**src/rtl/alu8_pkg.sv**
```systemverilog
package alu8_pkg;

   localparam int FLAG_W = 8;
   localparam int NIB_W  = 4;

   // Flag byte bit positions; other stages decode these fields.
   localparam int FB_C  = 0;
   localparam int FB_N  = 1;
   localparam int FB_P  = 2;
   localparam int FB_AC = 4;
   localparam int FB_Z  = 6;
   localparam int FB_S  = 7;

   typedef logic [FLAG_W-1:0] flag_t;

   typedef enum logic [3:0] {
      OP_ADD    = 4'd0,
      OP_ADDC   = 4'd1,
      OP_SUB    = 4'd2,
      OP_SUBB   = 4'd3,
      OP_AND    = 4'd4,
      OP_XOR    = 4'd5,
      OP_OR     = 4'd6,
      OP_CMP    = 4'd7,
      OP_ROL    = 4'd8,
      OP_ROR    = 4'd9,
      OP_ROLT   = 4'd10,
      OP_RORT   = 4'd11,
      OP_DECADJ = 4'd12,
      OP_INV    = 4'd13,
      OP_PASS14 = 4'd14,
      OP_PASS15 = 4'd15
   } alu_op_e;

   // Assemble a flag byte; the unused bits stay zero.
   function automatic flag_t pack_flags(input logic s, input logic z, input logic ac,
                                        input logic p, input logic n, input logic c);
      flag_t f;
      f        = '0;
      f[FB_S]  = s;
      f[FB_Z]  = z;
      f[FB_AC] = ac;
      f[FB_P]  = p;
      f[FB_N]  = n;
      f[FB_C]  = c;
      return f;
   endfunction

endpackage

```
**src/rtl/alu8_addsub.sv**
```systemverilog
// Shared adder/subtractor: one wide path for the carry out, one nibble path
// for the half carry.
module alu8_addsub #(
   parameter int W = 8
) (
   input  logic [W-1:0] a,
   input  logic [W-1:0] b,
   input  logic         carry_in,
   input  logic         use_carry,
   input  logic         is_sub,
   output logic [W-1:0] sum,
   output logic         cout,
   output logic         half
);
   localparam int NW = alu8_pkg::NIB_W;

   logic          cin;
   logic [W:0]    wide;
   logic [NW:0]   nib;

   assign cin = use_carry & carry_in;

   always_comb begin
      if (is_sub) begin
         wide = {1'b0, a} - {1'b0, b} - {{W{1'b0}}, cin};
         nib  = {1'b0, a[NW-1:0]} - {1'b0, b[NW-1:0]} - {{NW{1'b0}}, cin};
      end else begin
         wide = {1'b0, a} + {1'b0, b} + {{W{1'b0}}, cin};
         nib  = {1'b0, a[NW-1:0]} + {1'b0, b[NW-1:0]} + {{NW{1'b0}}, cin};
      end
   end

   // Top bit of each extended path is the carry (add) or borrow (subtract).
   assign sum  = wide[W-1:0];
   assign cout = wide[W];
   assign half = nib[NW];

endmodule

```
**src/rtl/alu8_logic.sv**
```systemverilog
// Bitwise unit; the low two op bits select AND (00), XOR (01), OR (10).
module alu8_logic #(
   parameter int W = 8
) (
   input  logic [1:0]   sel,
   input  logic [W-1:0] a,
   input  logic [W-1:0] b,
   output logic [W-1:0] y
);
   always_comb begin
      unique case (sel)
         2'b00:   y = a & b;
         2'b01:   y = a ^ b;
         2'b10:   y = a | b;
         default: y = a;
      endcase
   end
endmodule

```
**src/rtl/alu8_parity.sv**
```systemverilog
// Even-parity detector; FOLD selects a reduction operator or an explicit
// bit-serial fold (same function, different netlist shape).
module alu8_parity #(
   parameter int W    = 8,
   parameter bit FOLD = 1'b0
) (
   input  logic [W-1:0] v,
   output logic         even
);
   generate
      if (FOLD) begin : g_fold
         always_comb begin
            logic acc;
            acc = 1'b1;
            for (int i = 0; i < W; i++) begin
               acc = acc ^ v[i];
            end
            even = acc;
         end
      end else begin : g_reduce
         assign even = ~(^v);
      end
   endgenerate
endmodule

```
**src/rtl/alu8_shift.sv**
```systemverilog
// Rotates, decimal adjust, complement and pass-through for op codes 8..15.
module alu8_shift #(
   parameter int W      = 8,
   parameter int ADJ_K  = 6
) (
   input  alu8_pkg::alu_op_e op,
   input  logic [W-1:0]      a,
   input  logic              c_in,
   input  logic              n_in,
   input  logic              ac_in,
   output logic [W-1:0]      y,
   output logic              c_out
);
   import alu8_pkg::*;

   localparam logic [W-1:0] ADJ = W'(ADJ_K);

   always_comb begin
      y     = a;
      c_out = c_in;
      unique case (op)
         OP_ROL: begin
            y     = {a[W-2:0], a[W-1]};
            c_out = a[W-1];
         end
         OP_ROR: begin
            y     = {a[0], a[W-1:1]};
            c_out = a[0];
         end
         OP_ROLT: begin
            y     = {a[W-2:0], c_in};
            c_out = a[W-1];
         end
         OP_RORT: begin
            y     = {c_in, a[W-1:1]};
            c_out = a[0];
         end
         OP_DECADJ: begin
            if (ac_in) y = n_in ? (a - ADJ) : (a + ADJ);
         end
         OP_INV: y = ~a;
         default: y = a;
      endcase
   end
endmodule

```
**src/rtl/alu8_core.sv**
```systemverilog
// ALU top: operand units, flag assembly and the committed flag register.
module alu8_core #(
   parameter int W          = 8,
   parameter bit PAR_FOLD   = 1'b0,
   parameter int ADJ_K      = 6,
   parameter logic [7:0] FLAG_RST = 8'h00
) (
   input  logic         clk,
   input  logic         rst_n,
   input  logic         alu_en,
   input  logic [3:0]   alu_op,
   input  logic [W-1:0] opd_dst,
   input  logic [W-1:0] opd_src,
   output logic [W-1:0] alu_result,
   output logic [7:0]   flags_next,
   output logic [7:0]   flags_q
);
   import alu8_pkg::*;

   localparam int NW = NIB_W;

   generate
      if (W < 2 * NW) begin : g_bad_w
         $error("alu8_core: W must be at least two nibbles");
      end
      if (FLAG_RST[3] || FLAG_RST[5]) begin : g_bad_rst
         $error("alu8_core: reserved flag bits must reset to zero");
      end
      if (ADJ_K >= (1 << NW)) begin : g_bad_adj
         $error("alu8_core: decimal adjust constant must fit a nibble");
      end
   endgenerate

   alu_op_e      op_e;
   logic         is_sub;
   logic         use_carry;
   logic         is_logic;
   logic [W-1:0] arith_y;
   logic         arith_c;
   logic         arith_h;
   logic [W-1:0] logic_y;
   logic [W-1:0] shift_y;
   logic         shift_c;
   logic [W-1:0] flag_src;
   logic         src_even;
   logic         src_zero;
   flag_t        nxt;
   flag_t        fq;

   assign op_e      = alu_op_e'(alu_op);
   assign is_sub    = (op_e == OP_SUB) || (op_e == OP_SUBB) || (op_e == OP_CMP);
   assign use_carry = (op_e == OP_ADDC) || (op_e == OP_SUBB);
   assign is_logic  = (op_e == OP_AND) || (op_e == OP_XOR) || (op_e == OP_OR);

   alu8_addsub #(.W(W)) u_addsub (
      .a         (opd_dst),
      .b         (opd_src),
      .carry_in  (fq[FB_C]),
      .use_carry (use_carry),
      .is_sub    (is_sub),
      .sum       (arith_y),
      .cout      (arith_c),
      .half      (arith_h)
   );

   alu8_logic #(.W(W)) u_logic (
      .sel (alu_op[1:0]),
      .a   (opd_dst),
      .b   (opd_src),
      .y   (logic_y)
   );

   alu8_shift #(.W(W), .ADJ_K(ADJ_K)) u_shift (
      .op    (op_e),
      .a     (opd_dst),
      .c_in  (fq[FB_C]),
      .n_in  (fq[FB_N]),
      .ac_in (fq[FB_AC]),
      .y     (shift_y),
      .c_out (shift_c)
   );

   // One parity/zero detector serves both the arithmetic and logical paths.
   assign flag_src = is_logic ? logic_y : arith_y;
   assign src_zero = (flag_src == '0);

   alu8_parity #(.W(W), .FOLD(PAR_FOLD)) u_par (
      .v    (flag_src),
      .even (src_even)
   );

   always_comb begin
      alu_result = shift_y;
      nxt        = fq;
      unique case (op_e)
         OP_ADD, OP_ADDC, OP_SUB, OP_SUBB: begin
            alu_result = arith_y;
            nxt = pack_flags(arith_y[W-1], src_zero, arith_h, src_even, is_sub, arith_c);
         end
         OP_CMP: begin
            alu_result = opd_dst;
            nxt = pack_flags(arith_y[W-1], src_zero, arith_h, src_even, 1'b1, arith_c);
         end
         OP_AND: begin
            alu_result = logic_y;
            nxt = pack_flags(logic_y[W-1], src_zero, 1'b1, src_even, 1'b0, 1'b0);
         end
         OP_XOR, OP_OR: begin
            alu_result = logic_y;
            nxt = pack_flags(logic_y[W-1], src_zero, 1'b0, src_even, 1'b0, 1'b0);
         end
         OP_ROL, OP_ROR, OP_ROLT, OP_RORT: begin
            nxt[FB_C] = shift_c;
         end
         default: begin
            nxt = fq;
         end
      endcase
   end

   always_ff @(posedge clk or negedge rst_n) begin
      if (!rst_n) begin
         fq <= FLAG_RST;
      end else if (alu_en) begin
         fq <= nxt;
      end
   end

   assign flags_next = nxt;
   assign flags_q    = fq;

endmodule

```
**config.mk**
```make
export PLATFORM = sky130hd
export DESIGN_NAME = alu8_core
export DESIGN_NICKNAME = d
export VERILOG_FILES = /design/src/rtl/alu8_pkg.sv /design/src/rtl/alu8_addsub.sv /design/src/rtl/alu8_logic.sv /design/src/rtl/alu8_parity.sv /design/src/rtl/alu8_shift.sv /design/src/rtl/alu8_core.sv
export SDC_FILE = /design/constraint.sdc
export NUM_CORES = 1
export LEC_CHECK = 0
export BUFFER_PORTS_ARGS = -buffer_cell sky130_fd_sc_hd__buf_2
export CAP_MARGIN = 20
export CORE_ASPECT_RATIO = 1.1
export CORE_MARGIN = 8
export CORE_UTILIZATION = 55
export DETAILED_ROUTE_END_ITERATION = 10
export PLACE_DENSITY_LB_ADDON = 0.15
export SLEW_MARGIN = 20
export SYNTH_ARGS = -nofsm -noshare
export SYNTH_HDL_FRONTEND = slang
export SYNTH_SLANG_ARGS = --single-unit
```
**constraint.sdc**
```tcl
create_clock -name clk -period 14.5 [get_ports clk]
set_input_delay 2.9 -clock clk [delete_from_list [all_inputs] [get_ports clk]]
set_output_delay 2.9 -clock clk [all_outputs]
set_load 0.005 [all_outputs]
```
==> Word-level counts from Yosys, hierarchy flattened <==
Index checks and enable logic that the tools add are counted.
{ "op_classes": {"n_bitwise": 6, "addsub": 10, "eq_ne": 15, "reduce_logical": 16, "mux": 11} }
{ "ops": {"columns": ["cell", "count"], "rows": [
  ["$pmux 8 s3", 2],
  ["$pmux 8 s6", 1],
  ["$pmux 7 s4", 1],
  ["$eq 4x4->1 const B", 6],
  ["$mux 8", 3],
  ["$eq 4x3->1 const B", 4],
  ["$add 8x8->9", 1],
  ["$add 9x1->9", 1],
  ["$mux 9", 1],
  ["$sub 8x8->9", 1],
  ["$sub 9x1->9", 1],
  ["$add 8x3->8 const B", 1],
  ["$and 8x8->8", 1],
  ["$eq 4x2->1 const B", 2],
  ["$logic_not 8->1", 1],
  ["$not 8->8", 1],
  ["$or 8x8->8", 1],
  ["$reduce_or 4->1", 2],
  ["$reduce_xor 8->1", 1],
  ["$sub 8x3->8 const B", 1],
  ["$xor 8x8->8", 1],
  ["$reduce_or 2->1", 3],
  ["$add 4x4->5", 1],
  ["$add 5x1->5", 1],
  ["other kinds (15)", 19]
]} }
{ "totals": {"out_inout_bits": 24, "word_cells": 59, "register_bits": 8} }

==> Depth between registers and ports, before layout <==
{ "depth": {"word_depth": 9, "ltp_mapped": 20, "ltp_nobuf": 18} }

==> Modules after synthesis <==
Synthesis repeated with hierarchy kept, for this count alone.
{ "unflattened": {"cells_unflattened": 392, "area_unflattened_um2": 3135.5} }
{ "by_module_without_submodules": {"columns": ["mod", "n_inst", "seq_area_each_um2", "area_per_inst_um2", "cells_each"], "rows": [
  ["alu8_addsub", 1, 0.0, 980.9, 123],
  ["alu8_core", 1, 200.2, 874.6, 109],
  ["alu8_shift", 1, 0.0, 732.0, 103],
  ["alu8_logic", 1, 0.0, 486.7, 50],
  ["alu8_parity", 1, 0.0, 61.3, 7]
]} }

==> Worst setup path after synthesis <==
OpenSTA, ideal clock, no wires.
{ "synth_timing": {"path_type": "in2out", "startpoint": "input alu_op[0]", "endpoint": "output flags_next[2]", "arrival_ns": 6.672, "slack_ns": 4.928, "required_time_ns": 11.600, "cell_stages": 19, "cell_sequence": "clkbuf_1 -> buf_2 -> buf_2 -> nand3_1 -> inv_1 -> fa_1 -> ha_1 -> or2_2 -> fa_1 -> o21a_1 -> or2_1 -> o21ai_0 -> xor2_1 -> a21oi_1 -> a21oi_1 -> ha_1 -> xor2_1 -> xnor2_1 -> o21ai_0"} }
{ "synth_via": {"elab_chain_cells": 9, "elab_cells_between_ends": 27, "classes_between": "add/sub (2); eq/ne (9); mux (4); bitwise (2); reduce/logical (10)"} }
{ "synth_rtl": {"columns": ["element", "line_no", "rtl"], "rows": [
  ["from (decl)", "alu8_core.sv:11", "input logic [3:0] alu_op,"],
  ["$eq 4x1->1 or $eq 4x2->1 (tied branches)", "alu8_core.sv:52, alu8_core.sv:95, alu8_core.sv:51", null],
  ["$logic_or 1x1->1", "alu8_core.sv:52", "assign use_carry = (op_e == OP_ADDC) || (op_e == OP_SUBB);"],
  ["$and 1x1->1", "alu8_addsub.sv:21", "assign cin = use_carry & carry_in;"],
  ["$add 9x1->9 or $sub 9x1->9 (tied branches)", "alu8_addsub.sv:28, alu8_addsub.sv:25", null],
  ["$mux 9", "alu8_addsub.sv:24", "if (is_sub) begin"],
  ["$mux 8", "alu8_core.sv:84", "assign flag_src = is_logic ? logic_y : arith_y;"],
  ["$reduce_xor 8->1", "alu8_parity.sv:21", "assign even = ~(^v);"],
  ["$not 1->1", "alu8_parity.sv:21", null],
  ["$pmux 7 s4 *", "alu8_core.sv:95", "unique case (op_e)"],
  ["to (decl)", "alu8_core.sv:15", "output logic [7:0] flags_next,"]
]} }
Mark *: on every way between the ends. The rest lies on a longest branch, timed or not.

==> Final worst setup path <==
{ "layout_timing": {"startpoint": "input alu_op[2]", "endpoint": "output flags_next[2]"} }
Same word-level chain as after synthesis.

==> results.tsv <==
stage	metric	value	unit
setup_path	Crit Path Max Fanout	31	
logic_synthesis	Synth Area in Adders	21.7	%
worst_hold_path	Hold Crit Endpoint	flags_q[6]	
clock_network	number of buffers created by CTS	3	
sta	Period Utilization, post-route	71.8	%
floorplanning	core area	0.00468	mm2
route	# DRC	0	
sta	Hold Vio Cnt, Final	0	
logic_synthesis	unique cell type count in the Yosys netlist	54	
logic_synthesis	Top FF cell, synth	dfrtp_1	
sta	Final min period	10.42	ns
setup_path	Crit Reg-Reg Startpoint	flags_q[0]	
global_route	Remaining Overflow, GRT	0	
floorplanning	die area	0.00742	mm2
clock_network	CTS Hold Bufs	0	
clock_network	Worst-Skew Late Latency	0.22	ns
floorplanning	die width	82.9	um
placed_design	placed wire-length estimate	6250	um
logic_synthesis	Synth Instances	380	
cells_and_area	most frequent cells in the layout	buf_2, ha_1, nand2_1	
worst_hold_path	hold crit path type	reg2reg	
setup_path	setup slack, reg-to-reg	10.37	ns
logic_synthesis	Synth Area in Compound Gates	29.0	%
logic_synthesis	simple-gate share of the synthesized area	21.9	%
pwr	VDD IR-drop max	0.0000357	V
sta	clock skew	0.00284	ns
setup_path	Crit path required time	11.60	ns
route	wire per inst	17.3	um
sta	max-slew violations	0	
logic_synthesis	Yosys warning count	0	
sta	final setup TNS	0	ns
clock_network	H-Tree Depth	1	
logic_synthesis	syn_nets	447	
job	Max-Cap Viols	0	
setup_path	R2R depth	17	
cells_and_area	n_diodes	0	
sta	Tightest Pin Transition	0.745	ns
pwr	Clk pwr share	13.3	%
setup_path	arrival time at the worst endpoint	7.52	ns
cells_and_area	final core occ	62.8	%
clock_network	CTS Buffer Depth	2	
setup_path	Crit. End Element	output pin	
logic_synthesis	Seq cells post-synth	8	
pwr	switching pwr	93.6	uW
pwr	P_leak	1.43	nW
placed_design	port buffer count	46	
route	DR pass1 iterations	5	
logic_synthesis	async set-reset flop share out of synthesis	100	%
sta	RSZ-0062 raised after global routing	false	
clock_network	clock sinks	8	
floorplanning	# rows	26	
clock_network	Root Buffer	clkbuf_8	
placed_design	RD Place Congestion	0.951	
cells_and_area	Area growth syn-to-layout	8.69	%
logic_synthesis	Mean Syn Cell Area	7.12	um2
floorplanning	io pins	47	
cells_and_area	max FFs per register	8	
clock_network	CTS tree	built	
global_route	global-route wire length before repair	12800	um
clock_network	clock transition at the registers of the reported paths	0.04	ns
logic_synthesis	multiplexer area fraction after synthesis	6.43	%
route	Vias/cell	6.22	
cells_and_area	most common cell after layout, fill and taps aside	buf_2	
run_status	status	finished, final reports clean	
global_route	largest net degree at the start of global routing	44	
logic_synthesis	register area share after synthesis	7.40	%
cells_and_area	Multi-input gate area	0.00229	mm2
floorplanning	initial cell density of the core	57.8	%
route	routed via count	2882	
global_route	vias in the first global route	2684	
setup_path	FF-to-FF End	flags_q[2]	
pwr	Power Internal	105	uW
cells_and_area	register area	200	um2
floorplanning	DIE HEIGHT	89.6	um
pwr	power share of the combinational group	71.4	%
worst_hold_path	HP Start	flags_q[6]	
setup_path	crit path kind	in2out	
cells_and_area	Layout Cells excl Fill	463	
pwr	pwr/cell area	67.4	mW/mm2
sta	Achievable Freq	96.0	MHz
setup_path	startpoint class of the critical path	input pin	
logic_synthesis	cell area after synthesis	0.00271	mm2
global_route	GR Util All Layers	20.4	%
cells_and_area	final-layout fill cell count	440	
clock_network	# Post-CTS Setup Buffers	0	
sta	Slew HR	50.4	%
placed_design	cell count after placement	460	
global_route	initial antenna violation count	0	
route	Routed Antenna Nets	0	
worst_hold_path	Min-Delay Path Depth	2	
route	1st-iter DRT viols	309	
pwr	Sequential Power Share	15.3	%
cells_and_area	layout net count	476	
logic_synthesis	largest family of logic cells by synthesized area	compound AO/OA/AOI/OAI gates	
route	WL final	7990	um
sta	Finish-stage setup viols	0	
logic_synthesis	number of synthesized flops with an enable pin	0	
clock_network	# resized after CTS	0	
logic_synthesis	xor and xnor area share after synthesis	5.50	%
cells_and_area	layout cells sized above 1	14.7	%
pwr	switching share of power	47.2	%
cells by family (layout without fill, tap and decap cells):
family | Yosys count | count (layout)
and+or+nand+nor | 123 | 123
adders and majority gates | 44 | 44
muxes | 17 | 17
buffers and inverters | 51 | 78
DFF | 8 | 8
xor gates and xnor gates | 17 | 17
AOI/OAI and AO/OA | 120 | 120
Yosys cell counts (5+ instances only):
master     n  area (um2)
nor2_1    31         116
mux2i_1   14         140
nor3_1     5        25.0
clkbuf_1  13        48.8
fa_1       5         100
inv_1     28         105
a21o_1     9        67.6
ha_1      39         488
dfrtp_1    8         200
xnor2_1   12         105
a31oi_1    7        43.8
a211oi_1   6        45.0
o22ai_1    6        37.5
nor2b_1   11        68.8
o21ai_0   32         160
nand3_1   10        50.1
nand2_1   36         135
nand2b_1   8        50.1
a21oi_1   25         125
xor2_1     5        43.8
routing by layer:
layer	wire length (um)	part of all wire, %	GRT usage [%]	vias to the layer above
met5	0	0	0	-
met3	540	6.8	2.08	20
met4	223	2.8	6.71	0
met2	3700	46	33.4	149
met1	3520	44	27.5	1294
li1	-	-	-	1419
critical path, stage by stage:
cell and delay, ns:
buf_2 0.26, nor2_1 0.62, nand3_1 0.23, inv_1 0.11, fa_1 0.45, ha_1 0.21
or2_2 0.31, fa_1 0.38, o21a_1 0.22, or2_1 0.26, o21ai_0 0.10, xor2_1 0.16
a21oi_1 0.11, a21oi_1 0.26, ha_1 0.27, xor2_1 0.17, xnor2_1 0.23, o21ai_0 0.10
buf_2 0.14
worst max path at each step:
stage	from	end	slack [ns]
after floorplan	alu_op[0]	flags_next[2]	4.93
after detailed placement	alu_op[2]	flags_next[2]	4.17
after global routing	alu_op[2]	flags_next[2]	3.82
after CTS	alu_op[2]	flags_next[2]	4.15
final	alu_op[2]	flags_next[2]	4.08
after global placement	alu_op[2]	flags_next[2]	4.28
layout make-up:
cell class / instances / area share [%]
multi-input combinational: 321 / 77.8
clock buffer: 3 / 1.40
tap: 56 / 2.38
timing repair buffer: 47 / 8.08
sequential: 8 / 6.81
inverter: 28 / 3.57
power groups by stage:
stage          Combinational, mW  Clock (mW)  Sequential (mW)
2_1_floorplan              0.102           0           0.0296
3_3_place_gp               0.137           0           0.0305
3_5_place_dp               0.140           0           0.0307
4_1_cts                    0.141      0.0266           0.0303
5_1_grt                    0.157      0.0287           0.0310
6_report                   0.142      0.0264           0.0304
stage by stage:
step	hold slack [ns]	setup WS (ns)	power (mW)	instance area (um2)
detailed placement	0.495	4.17	0.170	2900
floorplan	0.492	4.93	0.131	2710
global route	0.542	3.82	0.217	2940
global placement	0.490	4.28	0.168	2900
CTS	0.506	4.15	0.197	2940
finish	0.500	4.08	0.198	2940
Power figures use the tool's default switching activity.
